==> src/rtl/bsb_pkg.sv <==
package bsb_pkg;

  // Life cycle of one slot.
  typedef enum logic [1:0] {
    SLOT_EMPTY = 2'd0,
    SLOT_WAIT  = 2'd1,
    SLOT_RUN   = 2'd2
  } slot_state_e;

endpackage

==> src/rtl/bsb_slot.sv <==
module bsb_slot
  import bsb_pkg::*;
#(
  parameter int BID_W = 8,
  parameter int PC_W  = 16,
  parameter int SP_W  = 16,
  parameter int TWC_W = 12,
  parameter int CNT_W = 8
) (
  input  logic             clk,
  input  logic             rst_n,
  input  logic             load,
  input  logic [BID_W-1:0] ld_bid,
  input  logic [PC_W-1:0]  ld_pc,
  input  logic [SP_W-1:0]  ld_sp,
  input  logic [TWC_W-1:0] ld_twc,
  input  logic             upd_valid,
  input  logic [BID_W-1:0] upd_bid,
  input  logic [TWC_W-1:0] upd_twc,
  input  logic             ready,
  input  logic             grant,
  input  logic             bounce,
  input  logic             retire,
  input  logic [CNT_W-1:0] stall_limit,
  output slot_state_e      state,
  output logic [BID_W-1:0] bid,
  output logic [PC_W-1:0]  pc,
  output logic [SP_W-1:0]  sp,
  output logic [TWC_W-1:0] twc,
  output logic             eligible,
  output logic             stuck
);

  localparam logic [CNT_W-1:0] CNT_MAX = '1;

  slot_state_e      state_q, state_d;
  logic [CNT_W-1:0] cnt_q, cnt_d;
  logic [BID_W-1:0] bid_q;
  logic [PC_W-1:0]  pc_q;
  logic [SP_W-1:0]  sp_q;
  logic [TWC_W-1:0] twc_q, twc_d;
  logic             twc_en;

  assign eligible = (state_q == SLOT_WAIT) && ready;
  assign stuck    = eligible && (cnt_q >= stall_limit);

  // Next-state logic
  always_comb begin
    state_d = state_q;
    unique case (state_q)
      SLOT_EMPTY: if (load)   state_d = SLOT_WAIT;
      SLOT_WAIT: begin
        if (grant)            state_d = SLOT_RUN;
        else if (bounce)      state_d = SLOT_EMPTY;
      end
      SLOT_RUN:   if (retire) state_d = SLOT_EMPTY;
      default:                state_d = SLOT_EMPTY;
    endcase
  end

  always_comb begin
    if (eligible && !grant) begin
      cnt_d = (cnt_q == CNT_MAX) ? cnt_q : cnt_q + 1'b1;
    end else begin
      cnt_d = '0;
    end
  end

  always_comb begin
    twc_en = 1'b0;
    twc_d  = twc_q;
    if (load) begin
      twc_en = 1'b1;
      twc_d  = ld_twc;
    end else if (upd_valid && (state_q != SLOT_EMPTY) && (bid_q == upd_bid)) begin
      twc_en = 1'b1;
      twc_d  = upd_twc;
    end
  end

  // Registers
  always_ff @(posedge clk or negedge rst_n) begin
    if (!rst_n) begin
      state_q <= SLOT_EMPTY;
      cnt_q   <= '0;
    end else begin
      state_q <= state_d;
      cnt_q   <= cnt_d;
    end
  end

  always_ff @(posedge clk) begin
    if (load) begin
      bid_q <= ld_bid;
      pc_q  <= ld_pc;
      sp_q  <= ld_sp;
    end
  end

  always_ff @(posedge clk) begin
    if (twc_en) begin
      twc_q <= twc_d;
    end
  end

  assign state = state_q;
  assign bid   = bid_q;
  assign pc    = pc_q;
  assign sp    = sp_q;
  assign twc   = twc_q;

endmodule

==> src/rtl/bsb_pick.sv <==
// Largest-score selection; strict compare keeps the lowest index on ties.
module bsb_pick #(
  parameter int N     = 4,
  parameter int TWC_W = 12,
  parameter int IDX_W = 2
) (
  input  logic [N-1:0]       elig,
  input  logic [N*TWC_W-1:0] twc_flat,
  output logic               any,
  output logic [IDX_W-1:0]   idx
);

  logic [TWC_W-1:0] best;

  always_comb begin
    any  = 1'b0;
    idx  = '0;
    best = '0;
    for (int i = 0; i < N; i++) begin
      if (elig[i] && (!any || (twc_flat[i*TWC_W +: TWC_W] > best))) begin
        any  = 1'b1;
        idx  = IDX_W'(i);
        best = twc_flat[i*TWC_W +: TWC_W];
      end
    end
  end

endmodule

==> src/rtl/bsb_first.sv <==
// Lowest set bit finder.
module bsb_first #(
  parameter int N     = 4,
  parameter int IDX_W = 2
) (
  input  logic [N-1:0]     req,
  output logic             any,
  output logic [IDX_W-1:0] idx
);

  always_comb begin
    idx = '0;
    for (int i = N - 1; i >= 0; i--) begin
      if (req[i]) idx = IDX_W'(i);
    end
  end

  assign any = |req;

endmodule

==> src/rtl/bneck_sched_buf.sv <==
module bneck_sched_buf
  import bsb_pkg::*;
#(
  parameter int N     = 4,
  parameter int BID_W = 8,
  parameter int PC_W  = 16,
  parameter int SP_W  = 16,
  parameter int TWC_W = 12,
  parameter int CNT_W = 8,
  localparam int IDX_W = (N > 1) ? $clog2(N) : 1
) (
  input  logic             clk,
  input  logic             rst_n,
  input  logic             enq_valid,
  input  logic [IDX_W-1:0] enq_core,
  input  logic [BID_W-1:0] enq_bid,
  input  logic [PC_W-1:0]  enq_pc,
  input  logic [SP_W-1:0]  enq_sp,
  input  logic [TWC_W-1:0] enq_twc,
  input  logic             twc_upd_valid,
  input  logic [BID_W-1:0] twc_upd_bid,
  input  logic [TWC_W-1:0] twc_upd_val,
  input  logic [N-1:0]     slot_ready,
  input  logic             ctx_free,
  input  logic             ret_valid,
  input  logic [IDX_W-1:0] ret_core,
  input  logic [CNT_W-1:0] stall_limit,
  output logic             disp_valid,
  output logic [IDX_W-1:0] disp_core,
  output logic [BID_W-1:0] disp_bid,
  output logic [PC_W-1:0]  disp_pc,
  output logic [SP_W-1:0]  disp_sp,
  output logic             back_valid,
  output logic [IDX_W-1:0] back_core,
  output logic [BID_W-1:0] back_bid,
  output logic [PC_W-1:0]  back_pc,
  output logic [SP_W-1:0]  back_sp,
  output logic             enq_err
);

  slot_state_e      st    [N];
  logic [BID_W-1:0] bid_a [N];
  logic [PC_W-1:0]  pc_a  [N];
  logic [SP_W-1:0]  sp_a  [N];
  logic [N*TWC_W-1:0] twc_flat;
  logic [N-1:0]     elig, stuck, load, grant, bounce, retire, bounce_req;
  logic             pick_any, back_any;
  logic [IDX_W-1:0] pick_idx, back_idx;
  logic             enq_in_range, enq_busy, enq_bad;
  logic             err_q, err_d;

  // Request admission, judged on the current slot state
  always_comb begin
    enq_in_range = 1'b0;
    enq_busy     = 1'b0;
    for (int i = 0; i < N; i++) begin
      if (enq_core == IDX_W'(i)) begin
        enq_in_range = 1'b1;
        enq_busy     = (st[i] != SLOT_EMPTY);
      end
    end
    enq_bad = enq_valid && (!enq_in_range || enq_busy);
  end

  generate
    for (genvar g = 0; g < N; g++) begin : g_slot
      assign load[g]   = enq_valid && !enq_bad && (enq_core == IDX_W'(g));
      assign grant[g]  = ctx_free && pick_any && (pick_idx == IDX_W'(g));
      assign bounce[g] = back_any && (back_idx == IDX_W'(g));
      assign retire[g] = ret_valid && (ret_core == IDX_W'(g)) && (st[g] == SLOT_RUN);

      bsb_slot #(
        .BID_W(BID_W), .PC_W(PC_W), .SP_W(SP_W), .TWC_W(TWC_W), .CNT_W(CNT_W)
      ) u_slot (
        .clk        (clk),
        .rst_n      (rst_n),
        .load       (load[g]),
        .ld_bid     (enq_bid),
        .ld_pc      (enq_pc),
        .ld_sp      (enq_sp),
        .ld_twc     (enq_twc),
        .upd_valid  (twc_upd_valid),
        .upd_bid    (twc_upd_bid),
        .upd_twc    (twc_upd_val),
        .ready      (slot_ready[g]),
        .grant      (grant[g]),
        .bounce     (bounce[g]),
        .retire     (retire[g]),
        .stall_limit(stall_limit),
        .state      (st[g]),
        .bid        (bid_a[g]),
        .pc         (pc_a[g]),
        .sp         (sp_a[g]),
        .twc        (twc_flat[g*TWC_W +: TWC_W]),
        .eligible   (elig[g]),
        .stuck      (stuck[g])
      );
    end
  endgenerate

  bsb_pick #(.N(N), .TWC_W(TWC_W), .IDX_W(IDX_W)) u_pick (
    .elig    (elig),
    .twc_flat(twc_flat),
    .any     (pick_any),
    .idx     (pick_idx)
  );

  // A slot granted this cycle is never a send-back candidate
  assign bounce_req = stuck & ~grant;

  bsb_first #(.N(N), .IDX_W(IDX_W)) u_back (
    .req(bounce_req),
    .any(back_any),
    .idx(back_idx)
  );

  // Output steering
  always_comb begin
    disp_bid = '0;
    disp_pc  = '0;
    disp_sp  = '0;
    back_bid = '0;
    back_pc  = '0;
    back_sp  = '0;
    for (int i = 0; i < N; i++) begin
      if (pick_idx == IDX_W'(i)) begin
        disp_bid = bid_a[i];
        disp_pc  = pc_a[i];
        disp_sp  = sp_a[i];
      end
      if (back_idx == IDX_W'(i)) begin
        back_bid = bid_a[i];
        back_pc  = pc_a[i];
        back_sp  = sp_a[i];
      end
    end
  end

  assign disp_valid = ctx_free && pick_any;
  assign disp_core  = pick_idx;
  assign back_valid = back_any;
  assign back_core  = back_idx;

  // Rejection flag
  assign err_d = enq_bad;

  always_ff @(posedge clk or negedge rst_n) begin
    if (!rst_n) begin
      err_q <= 1'b0;
    end else begin
      err_q <= err_d;
    end
  end

  assign enq_err = err_q;

endmodule

==> config.mk <==
export PLATFORM = sky130hd
export DESIGN_NAME = bneck_sched_buf
export DESIGN_NICKNAME = d
export VERILOG_FILES = /design/src/rtl/bsb_pkg.sv /design/src/rtl/bsb_slot.sv /design/src/rtl/bsb_pick.sv /design/src/rtl/bsb_first.sv /design/src/rtl/bneck_sched_buf.sv
export SDC_FILE = /design/constraint.sdc
export NUM_CORES = 1
export LEC_CHECK = 0
export CAP_MARGIN = 40
export CORE_MARGIN = 2
export CORE_UTILIZATION = 52
export CTS_BUF_LIST = sky130_fd_sc_hd__clkbuf_4 sky130_fd_sc_hd__clkbuf_8
export CTS_CLUSTER_DIAMETER = 50
export DETAILED_ROUTE_END_ITERATION = 8
export MAX_ROUTING_LAYER = met4
export PLACE_DENSITY_LB_ADDON = 0.2
export SYNTH_ARGS = -nofsm -noshare
export SYNTH_HDL_FRONTEND = slang
export SYNTH_SLANG_ARGS = --single-unit
==> constraint.sdc <==
create_clock -name clk -period 8.65 [get_ports clk]
set_input_delay 1.2975 -clock clk [delete_from_list [all_inputs] [get_ports clk]]
set_output_delay 1.2975 -clock clk [all_outputs]
set_load 0.01 [all_outputs]
==> metrics.txt, run 1 <==
clock input transition at the sequential cells of the worst setup and hold paths=around 0.060 ns; combined area of all synthesized cells=approximately 14000 um^2; final hold slack=roughly 0.51 ns; peak ir drop on the vdd network=0.159 mV; sort of element at the start of the critical path=input port; gate count after technology mapping=between 1000 and 1500; root buffer cell=clkbuf_8; total count of hold-check failures in the final report=0; min Tclk post-route=approximately 9.4 ns; ratio of cells with drive above 1 in the final layout=between 30% and 40%; Final Slew Violations=0; post-detailed-placement half-perimeter wirelength=roughly 26 mm; worst setup slack before clock tree synthesis=-1.34 ns; delay contributed by the slowest stage of the critical path=roughly 0.4 ns; post-route clock period utilization=109%; overall power=between 4 and 5 mW; Commonest cells post-synth=edfxtp_1, o21ai_0, nand2_1, a22oi_1, nand3_1; cell with the most instances after synthesis=edfxtp_1; Buf+Inv Stages, Crit Path=13; initial cell density of the core=between 50% and 60%; share of Yosys cell area claimed by the top area cell type=45.8%; worst min-delay path class=reg2reg; final instance area=slightly below 20000 um^2; count of nets left with antenna violations after detail routing=0; area of the core=25900 um^2; antenna violations before repair=2; minimum setup slack in the final design=-0.779 ns; portion of the post-synthesis area used by sequential elements=53.3%; row count=59; syn_area_per_cell=11.1 um^2; leakage power=around 7.3 nW; setup TNS after final layout=-46.74 ns; number of failing setup endpoints in the final timing report=83; Routed WL=47.4 mm; final weighted congestion in routability-driven placement=about 0.9; post-route non-filler standard cell count=roughly 1900; cell with the largest stage delay on the worst path=or3_4; clk sink count=about 250; net switching fraction of the power=a little over a third; net count after synthesis=1400; Finished Core Util=74.5%; proportion of synthesized flip-flops having asynchronous set or reset=roughly 16%; peak clock frequency supported by timing=between 0.1 and 0.15 GHz; area growth from synthesis to layout=41.6%; Worst-Margin Slew=0.952 ns; total congestion overflow after global routing=0; family with the most delay on the worst path=compound AO/OA/AOI/OAI gates; placed instance area=roughly 17000 um^2; number of DRC violations after detailed-routing iteration 0=around 1500; TritonCTS clock tree=yes; vias in the first global route=12300; Setup Crit Path Kind=in2out; EDFF count, synth=around 210; setup repair after global routing missed its margin=yes; area of the die=between 20000 and 30000 um^2; fillcell total=approximately 1700; Seq pwr share=36.6%; NumNets Final=1706; violations in the final reports=negative setup slack; maximum number of pins on one net before global-route repair=46; cell count after placement=between 1500 and 2000; number of levels in the clock H-tree=2; Max Fanout on Critical Path=8; cell repeated most along the worst path=buf_6; Detailed Routing Iterations Pass 1=5; FF+latch count, synth=~250; power density of the placed cells=~210 nW/um^2; Max transition margin=~36%; portion of total power attributed to combinational logic=between 30% and 40%; num ports=between 150 and 200; number of port buffers=180; Clock Latency Late Sink=between 0.5 and 0.6 ns; proportion of power drawn by the clock network=between 20% and 30%; Via density=between 6 and 7; synth top area cells=edfxtp_1, dfrtp_1, ha_1; number of warnings reported in the yosys synthesis log=0; All-Layer GR Usage=33.0%; clk_skew=around 0.029 ns; CP endpoint kind=output pin; number of vias after detailed routing=~13000; max-cap viol count=0; worst path arrival time=roughly 8.1 ns; required time reported for the critical path endpoint=between 7 and 8 ns; deepest clock path buffer count=3; DR DRC count=0; Sw Pwr=1.42 mW; Yosys top cell by area=edfxtp_1; Power Internal=~2.6 mW; average detailed-routed wire length per instance=24.8 um; Die Ht=roughly 170 um; global-route wire length before repair=~69 mm; number of different library cells in the post-synthesis netlist=between 60 and 70; horizontal die dimension=166 um; most used flip-flop cell after synthesis=edfxtp_1; number of buffers created by CTS=43; status=finished with violations
==> final cells by class <==
cell class | instances | area (um^2) | area share (%)
Clock buffer | 58 | 723 | 3.75
Clock inverter | 20 | 103 | 0.531
Tap cell | 335 | 419 | 2.17
Inverter | 22 | 85.1 | 0.441
Sequential cell | 249 | 7270 | 37.7
Antenna cell | 2 | 5.00 | 0.0259
Timing Repair Buffer | 345 | 3570 | 18.5
Multi-Input combinational cell | 879 | 7140 | 37.0
==> final timing paths <==
check | startpoint | to | slack, ns | cells past startpoint
min in group asynchronous | rst_n | g_slot[3].u_slot.cnt_q[1] | 0.66 | 1
setup reg to reg | g_slot[0].u_slot.state[1] | g_slot[3].u_slot.state[0] | 1.43 | 32
hold reg to reg | g_slot[1].u_slot.state[1] | g_slot[1].u_slot.state[0] | 0.51 | 1
setup / recovery | slot_ready[0] | back_pc[11] | -0.78 | 40
max in group asynchronous | rst_n | g_slot[2].u_slot.state[1] | 7.51 | 2
hold / removal | g_slot[1].u_slot.state[1] | g_slot[1].u_slot.state[0] | 0.51 | 1
==> placed cells by master, fill, tap and decap left out, drive strengths merged, types with 5 or more instances in the layout <==
cell type / netlist / layout
a31oi: 6 / 6
clkinv: 0 / 17
nand3: 74 / 74
and2: 8 / 8
clkdlybuf4s50: 0 / 93
a21o: 13 / 13
mux2i: 5 / 5
a22oi: 80 / 80
a21oi: 44 / 44
and3: 11 / 11
nand2: 116 / 116
a311oi: 42 / 42
a211oi: 9 / 9
ha: 72 / 72
a32oi: 40 / 40
nand2b: 5 / 5
nor3: 9 / 9
xor2: 22 / 22
mux2: 25 / 25
o21ai: 152 / 152
clkbuf: 57 / 70
nand3b: 5 / 5
nor2b: 11 / 11
xnor2: 18 / 18
inv: 22 / 23
nor4: 6 / 6
edfxtp: 208 / 208
dfrtp: 41 / 41
nand4: 9 / 9
buf: 28 / 238
nor2: 51 / 51
==> state kept, by name, indices dropped and copies added, names as in the netlist <==
| name | flops |
|---|---|
| g_slot.u_slot.pc | 64 |
| g_slot.u_slot.bid | 32 |
| g_slot.u_slot.sp | 64 |
| g_slot.u_slot.state | 8 |
| g_slot.u_slot.twc | 48 |
| g_slot.u_slot.cnt_q | 32 |
| enq_err | 1 |
==> power by group through the flow <==
stage | sequential (mW) | clock, mW | combinational [mW]
2_1_floorplan | 1.48 | 0 | 0.640
3_3_place_gp | 1.49 | 0 | 1.23
3_5_place_dp | 1.49 | 0 | 1.26
4_1_cts | 1.47 | 1.05 | 1.38
5_1_grt | 1.49 | 1.11 | 1.60
6_report | 1.48 | 1.05 | 1.52
==> routing by layer <==
metal | global-route usage, % | wire length, um
met1 | 40.5 | 17700
met2 | 52.3 | 22600
met3 | 7.22 | 4760
met4 | 15.6 | 2420
met5 | - | 0
==> what timing repair did <==
item                       CTS  global route
buffers inserted            42            22
hold buffers                 0             0
gates resized for setup    514           163
gates cloned                19            12
pin swaps                   76            65
setup endpoints to repair   85            85
==> logic make-up (layout without fill, tap and decap cells) <==
logic type | count (synthesis) | count (layout) | synth area share (%)
compound gates | 415 | 415 | 20.5
simple gates | 321 | 322 | 11.4
flops | 249 | 249 | 53.3
buf+inv | 107 | 445 | 3.25
fa+ha+maj | 72 | 72 | 6.60
xor+xnor | 40 | 40 | 2.57
mux | 30 | 30 | 2.43
other cells | 0 | 2 | 0
Note: power is estimated with default switching activity, not from simulation.
==> inputs of run 2 (changes only) <==
--- a/config.mk
+++ b/config.mk
@@ -8,7 +8,7 @@
 export CAP_MARGIN = 40
 export CORE_MARGIN = 2
 export CORE_UTILIZATION = 52
-export CTS_BUF_LIST = sky130_fd_sc_hd__clkbuf_4 sky130_fd_sc_hd__clkbuf_8
+export CTS_BUF_LIST = sky130_fd_sc_hd__clkbuf_8
 export CTS_CLUSTER_DIAMETER = 50
 export DETAILED_ROUTE_END_ITERATION = 8
 export MAX_ROUTING_LAYER = met4
==> run 2 against run 1 <==
The run still ends with negative setup slack left. Critical endpoint is now back_sp[0]. Sequential share of layout area rose by 0.37 points. Final cell count fell by 0.37%. Die area did not move. Count of clock-buffer cells in the layout fell by 12. Final area fell by 0.97%. Total power fell by 1.0%.
==> metrics.txt, run 2 (synthesis gave the netlist of run 1 again) <==
antenna violations before repair=1 (was 2); Final Slew Violations=0 (unchanged); fillcell total=1734 (was 1698); proportion of power drawn by the clock network=24.9% (was 25.9%); peak ir drop on the vdd network=0.167 mV (was 0.159 mV); Max transition margin=41.6% (was 36.5%); Routed WL=46.7 mm (was 47.4 mm); final weighted congestion in routability-driven placement=0.886 (unchanged); number of port buffers=180 (unchanged); clock input transition at the sequential cells of the worst setup and hold paths=0.06 ns (about the same); Die Ht=166 um (unchanged); minimum setup slack in the final design=-0.733 ns (was -0.779 ns); overall power=4.00 mW (was 4.05 mW); portion of total power attributed to combinational logic=38.1% (was 37.5%); cell count after placement=1745 (unchanged); ratio of cells with drive above 1 in the final layout=35.0% (was 34.1%); delay contributed by the slowest stage of the critical path=0.57 ns (was 0.40 ns); Via density=6.52 (was 6.58); power density of the placed cells=209 nW/um^2 (was 210 nW/um^2); Setup Crit Path Kind=in2out (unchanged); setup repair after global routing missed its margin=yes (unchanged); violations in the final reports=negative setup slack (unchanged); family with the most delay on the worst path=simple AND/OR/NAND/NOR gates (was compound AO/OA/AOI/OAI gates); min Tclk post-route=9.38 ns (was 9.43 ns); root buffer cell=clkbuf_8 (unchanged); Worst-Margin Slew=0.875 ns (was 0.952 ns); count of nets left with antenna violations after detail routing=0 (unchanged); required time reported for the critical path endpoint=7.35 ns (about the same); setup TNS after final layout=-41.33 ns (was -46.74 ns); max-cap viol count=0 (unchanged); status=finished with violations (unchanged); vias in the first global route=12300 (about the same); highest-count cells in the layout ignoring fill and taps=edfxtp_1, nand2_1, clkdlybuf4s50_1 (unchanged); average detailed-routed wire length per instance=24.5 um (was 24.8 um); number of buffers inserted for hold repair after clock tree synthesis=0 (unchanged); area of the die=27500 um^2 (unchanged); number of buffers created by CTS=43 (unchanged); post-route clock period utilization=108% (was 109%); post-route non-filler standard cell count=1903 (was 1910); cell repeated most along the worst path=buf_4 (was buf_6); Sw Pwr=1.42 mW (about the same); All-Layer GR Usage=32.5% (was 33.0%); maximum number of pins on one net before global-route repair=46 (unchanged); final instance area=19100 um^2 (was 19300 um^2); number of vias after detailed routing=12400 (was 12600); worst min-delay path class=reg2reg (unchanged); number of cells on the worst hold path=1 (unchanged); leakage power=7.26 nW (was 7.33 nW); NumNets Final=1700 (was 1706); Buf+Inv Stages, Crit Path=12 (was 13); total congestion overflow after global routing=0 (unchanged); Detailed Routing Iterations Pass 1=6 (was 5); sort of element at the start of the critical path=input port (unchanged); final hold slack=0.506 ns (was 0.508 ns); leading cell type in the layout, fill and taps excluded=edfxtp_1 (unchanged); Clock Latency Late Sink=0.57 ns (was 0.58 ns); flip-flop and latch area=7270 um^2 (unchanged); total count of hold-check failures in the final report=0 (unchanged); area of the core=25900 um^2 (unchanged); area growth from synthesis to layout=40.2% (was 41.6%); reg2reg path depth=30 (was 32); net switching fraction of the power=35.6% (was 35.0%); clk sink count=249 (unchanged); Power Internal=2.58 mW (was 2.63 mW); number of DRC violations after detailed-routing iteration 0=1356 (was 1463); number of logic stages on the critical path including buffering=35 (was 40); global-route wire length before repair=68.4 mm (was 69.2 mm); row count=59 (unchanged); post-detailed-placement half-perimeter wirelength=26.4 mm (unchanged); deepest clock path buffer count=3 (unchanged); clk_skew=0.0183 ns (was 0.0288 ns); multi-input gate area in the final layout=7210 um^2 (was 7140 um^2); worst path arrival time=8.09 ns (was 8.13 ns); placed instance area=16700 um^2 (unchanged); num ports=181 (unchanged); number of failing setup endpoints in the final timing report=83 (unchanged); horizontal die dimension=166 um (unchanged); Max Fanout on Critical Path=8 (unchanged); TritonCTS clock tree=yes (unchanged); initial cell density of the core=52.6% (unchanged); peak clock frequency supported by timing=0.107 GHz (was 0.106 GHz); cell with the largest stage delay on the worst path=or4_4 (was or3_4); CP endpoint kind=output pin (unchanged); number of levels in the clock H-tree=2 (unchanged); DR DRC count=0 (unchanged); Seq pwr share=37.0% (was 36.6%)
run 2: changes by cell type in the layout (fill, tap and decap cells not counted), sizes merged:
cell	change
diode	-1
clkbuf	-17
buf	-2
dlygate4sd2	+1
dlymetal6s2s	+1
bufbuf	-1
inv	+12
run 2: final cells by class:
| cell class | instances | area share (%) |
|---|---|---|
| clock inverter | 32 | 0.772 |
| inverter | 22 | 0.432 |
| sequential | 249 | 38.0 |
| tap | 335 | 2.19 |
| multi-input combinational | 879 | 37.7 |
| timing repair buffer | 339 | 17.5 |
| antenna | 1 | 0.0131 |
| clock buffer | 46 | 3.31 |
run 2: final timing paths:
path                            slack (ns)                       from                   endpoint
worst max-delay path                 -0.73              slot_ready[0]                 back_sp[0]
worst min-delay path                  0.51  g_slot[1].u_slot.state[1]  g_slot[1].u_slot.state[0]
worst max register to register        1.53  g_slot[0].u_slot.state[1]  g_slot[3].u_slot.state[0]
worst min register to register        0.51  g_slot[1].u_slot.state[1]  g_slot[1].u_slot.state[0]
max in group asynchronous             7.50                      rst_n  g_slot[2].u_slot.state[1]
min in group asynchronous             0.67                      rst_n  g_slot[3].u_slot.cnt_q[1]
run 2: what timing repair did:
action	in CTS	in global routing
endpoints found under the setup margin	85	85
hold endpoints to repair	0	0
gates resized for setup	513	183
buffers inserted	41	23
gates cloned	16	10
pin swaps	31	75
run 2: stage by stage:
step / worst slack, ns / util [%]
2_1_floorplan: 0.0165 / -
3_3_place_gp: -1.12 / 64.3
3_5_place_dp: -1.34 / 64.3
4_1_cts: -0.574 / 70.5
5_1_grt: -0.957 / 73.8
6_report: -0.733 / 73.8
run 2: power groups by stage:
stage               logic, mW  registers, mW  clock network, mW
global placement         1.23           1.49                  0
floorplan               0.640           1.48                  0
global route             1.60           1.49               1.06
CTS                      1.40           1.47               1.00
finish                   1.52           1.48              0.996
detailed placement       1.26           1.49                  0
run 2: layer usage:
| metal | global-route usage (%) | routed length [um] | vias to the layer above |
|---|---|---|---|
| met5 | - | 0 | - |
| li1 | - | - | 5460 |
| met1 | 40.1 | 17500 | 5979 |
| met2 | 51.7 | 22600 | 811 |
| met4 | 14.4 | 1870 | 0 |
| met3 | 6.86 | 4810 | 152 |
run 2: worst register-to-register path: cells and delay by family (launching register included):
| family | cells | cell delay (ns) |
|---|---|---|
| and+or+nand+nor | 8 | 1.83 |
| adders and majority gates | 3 | 0.98 |
| AOI/OAI and AO/OA | 12 | 2.63 |
| DFF | 1 | 0.41 |
| buffers and inverters | 7 | 1.18 |
==> inputs of run 3 (changes only) <==
--- a/config.mk
+++ b/config.mk
@@ -5,11 +5,12 @@
 export SDC_FILE = /design/constraint.sdc
 export NUM_CORES = 1
 export LEC_CHECK = 0
+export ABC_AREA = 0
 export CAP_MARGIN = 40
 export CORE_MARGIN = 2
 export CORE_UTILIZATION = 52
 export CTS_BUF_LIST = sky130_fd_sc_hd__clkbuf_8
-export CTS_CLUSTER_DIAMETER = 50
+export CTS_CLUSTER_DIAMETER = 30
 export DETAILED_ROUTE_END_ITERATION = 8
 export MAX_ROUTING_LAYER = met4
 export PLACE_DENSITY_LB_ADDON = 0.2
==> run 3 against run 2 <==
The run still ends with negative setup slack left. Register-to-register slack better by 0.03 ns. First-iteration DRC count down 7.2%. Combinational power about the same. Core utilization up 0.85 points. Clock power up 43%. Worst hold slack worse by 0.0024 ns. Maximum frequency down 0.45%. Flip-flop and latch count unchanged. Critical path depth up 3. Critical endpoint is now back_bid[4]. Highest routed layer unchanged.
==> metrics.txt, run 3 (synthesis gave the netlist of run 1 again) <==
status=finished with violations (unchanged); violations in the final reports=negative setup slack (unchanged); final instance area=19300 um^2 (was 19100 um^2); area of the core=25900 um^2 (unchanged); total count of hold-check failures in the final report=0 (unchanged); number of cells on the worst hold path=1 (unchanged); horizontal die dimension=166 um (unchanged); global-route wire length before repair=68.1 mm (was 68.4 mm); clock input transition at the sequential cells of the worst setup and hold paths=0.06 ns (about the same); Max Fanout on Critical Path=7 (was 8); reg2reg path depth=32 (was 30); post-route clock period utilization=109% (was 108%); minimum setup slack in the final design=-0.775 ns (was -0.733 ns); leading cell type in the layout, fill and taps excluded=edfxtp_1 (unchanged); num ports=181 (unchanged); Setup Crit Path Kind=in2out (unchanged); required time reported for the critical path endpoint=7.35 ns (about the same); root buffer cell=clkbuf_8 (unchanged); number of DRC violations after detailed-routing iteration 0=1259 (was 1356); worst min-delay path class=reg2reg (unchanged); peak ir drop on the vdd network=0.236 mV (was 0.167 mV); final weighted congestion in routability-driven placement=0.886 (unchanged); number of levels in the clock H-tree=2 (unchanged); Final Slew Violations=0 (unchanged); sort of element at the start of the critical path=input port (unchanged); row count=59 (unchanged); delay contributed by the slowest stage of the critical path=0.50 ns (was 0.57 ns); Max transition margin=40.0% (was 41.6%); average detailed-routed wire length per instance=24.2 um (was 24.5 um); Clock Latency Late Sink=0.62 ns (was 0.57 ns); global routing met1 resource utilization=39.3% (was 40.1%); number of buffers created by CTS=52 (was 43); number of logic stages on the critical path including buffering=38 (was 35); highest-count cells in the layout ignoring fill and taps=edfxtp_1, buf_4, nand2_1 (was edfxtp_1, nand2_1, clkdlybuf4s50_1); Worst-Margin Slew=0.900 ns (was 0.875 ns); clk_skew=0.0536 ns (was 0.0183 ns); count of nets left with antenna violations after detail routing=0 (unchanged); TritonCTS clock tree=yes (unchanged); met2 usage=51.7% (about the same); GR peak layer=met2 (unchanged); power density of the placed cells=230 nW/um^2 (was 209 nW/um^2); deepest clock path buffer count=3 (unchanged); cell with the largest stage delay on the worst path=or4_4 (unchanged); clk sink count=249 (unchanged); global-route track usage on met3=7.96% (was 6.86%); Routed WL=46.6 mm (was 46.7 mm); DR DRC count=0 (unchanged); ratio of cells with drive above 1 in the final layout=34.6% (was 35.0%); number of failing setup endpoints in the final timing report=82 (was 83); setup repair after global routing missed its margin=yes (unchanged); placed instance area=16700 um^2 (unchanged); R2R Setup Slk=1.56 ns (was 1.53 ns); number of buffers inserted for hold repair after clock tree synthesis=0 (unchanged); area of the die=27500 um^2 (unchanged); vias in the first global route=12400 (was 12300); setup TNS after final layout=-38.06 ns (was -41.33 ns); Worst R2R Start=g_slot[0].u_slot.state[1] (unchanged); number of vias after detailed routing=12500 (was 12400); worst path arrival time=8.13 ns (was 8.09 ns); area growth from synthesis to layout=41.8% (was 40.2%); HP Start=g_slot[1].u_slot.state[1] (unchanged); end point of the most critical hold path=g_slot[1].u_slot.state[0] (unchanged); post-detailed-placement half-perimeter wirelength=26.4 mm (unchanged); family with the most delay on the worst path=compound AO/OA/AOI/OAI gates (was simple AND/OR/NAND/NOR gates); peak clock frequency supported by timing=0.106 GHz (was 0.107 GHz); number of port buffers=180 (unchanged); Detailed Routing Iterations Pass 1=7 (was 6); min Tclk post-route=9.43 ns (was 9.38 ns); cell repeated most along the worst path=buf_6 (was buf_4); antenna violations before repair=1 (unchanged); Finished Core Util=74.6% (was 73.8%); Die Ht=166 um (unchanged); Critical R2R Capture=g_slot[3].u_slot.state[0] (unchanged); max-cap viol count=0 (unchanged); maximum number of pins on one net before global-route repair=50 (was 46); NumNets Final=1718 (was 1700); CP endpoint kind=output pin (unchanged); leakage power=7.42 nW (was 7.26 nW); All-Layer GR Usage=32.3% (was 32.5%); total congestion overflow after global routing=0 (unchanged); Buf+Inv Stages, Crit Path=13 (was 12); Via density=6.48 (was 6.52); initial cell density of the core=52.6% (unchanged)
==> run 3: cell types whose count changed in the layout (fill, tap and decap cells not counted), moves of 9 or more <==
cell       delta
buf_4        +12
a311oi_1     +15
nand3_2      -12
a311oi_2     -14
o21ai_0      -14
nand3_1      +13
o21ai_2      +12
bufinv_16     +9
==> run 3: worst reg2reg max path, delay by kind of cell (launching register included) <==
kind	cells	cell delay, ns
flip-flops	1	0.41
buffers and inverters	8	1.30
AND/OR/NAND/NOR	10	1.83
adder cells (fa/ha/maj)	3	0.83
AO/OA/AOI/OAI	11	2.62
==> run 3: stage by stage <==
stage	hold slack [ns]	total power, mW	setup slack [ns]	instances
floorplan	0.473	2.12	0.0165	1234
global placement	0.493	2.72	-1.12	1744
detailed placement	0.500	2.75	-1.34	1745
CTS	0.503	4.24	-0.546	1903
global route	0.516	4.61	-0.977	1930
finish	0.504	4.45	-0.775	1930
==> run 3: repair_timing <==
| action | CTS | global route |
|---|---|---|
| cloned | 14 | 6 |
| endpoints found under the hold margin | 0 | 0 |
| pin swaps | 58 | 66 |
| resized for setup | 471 | 210 |
| buffers inserted | 48 | 31 |
| setup endpoints to repair | 85 | 85 |
==> run 3: layer usage <==
| layer | part of all wire, % | up-vias |
|---|---|---|
| met2 | 48 | 771 |
| met5 | 0 | - |
| met3 | 10 | 163 |
| met1 | 37 | 6070 |
| li1 | - | 5500 |
| met4 | 4.5 | 0 |
==> run 3: area by class of cell <==
| cell class | instances | area (um^2) |
|---|---|---|
| fillers | 1689 | 6570 |
| well taps | 335 | 419 |
| diodes | 1 | 2.50 |
| multi-input cells | 879 | 7020 |
| clock buffers | 52 | 716 |
| repair buffers | 348 | 3360 |
| inverters | 22 | 82.6 |
| clock inverters | 44 | 472 |
| flip-flops and latches | 249 | 7270 |
==> run 3: worst max path at each step <==
stage	startpoint	end	slack, ns
after CTS	slot_ready[0]	back_bid[4]	-0.55
after global placement	slot_ready[0]	back_sp[0]	-1.12
final	slot_ready[0]	back_bid[4]	-0.78
after floorplan	slot_ready[0]	back_pc[10]	0.02
after global routing	slot_ready[0]	back_bid[4]	-0.98
after detailed placement	slot_ready[0]	back_sp[8]	-1.34
==> run 3: power by group <==
part           switching, mW  internal [mW]  total, mW
clock network          0.574          0.845       1.42
logic                  0.864          0.680       1.54
registers             0.0696           1.41       1.48
total                   1.51           2.94       4.45
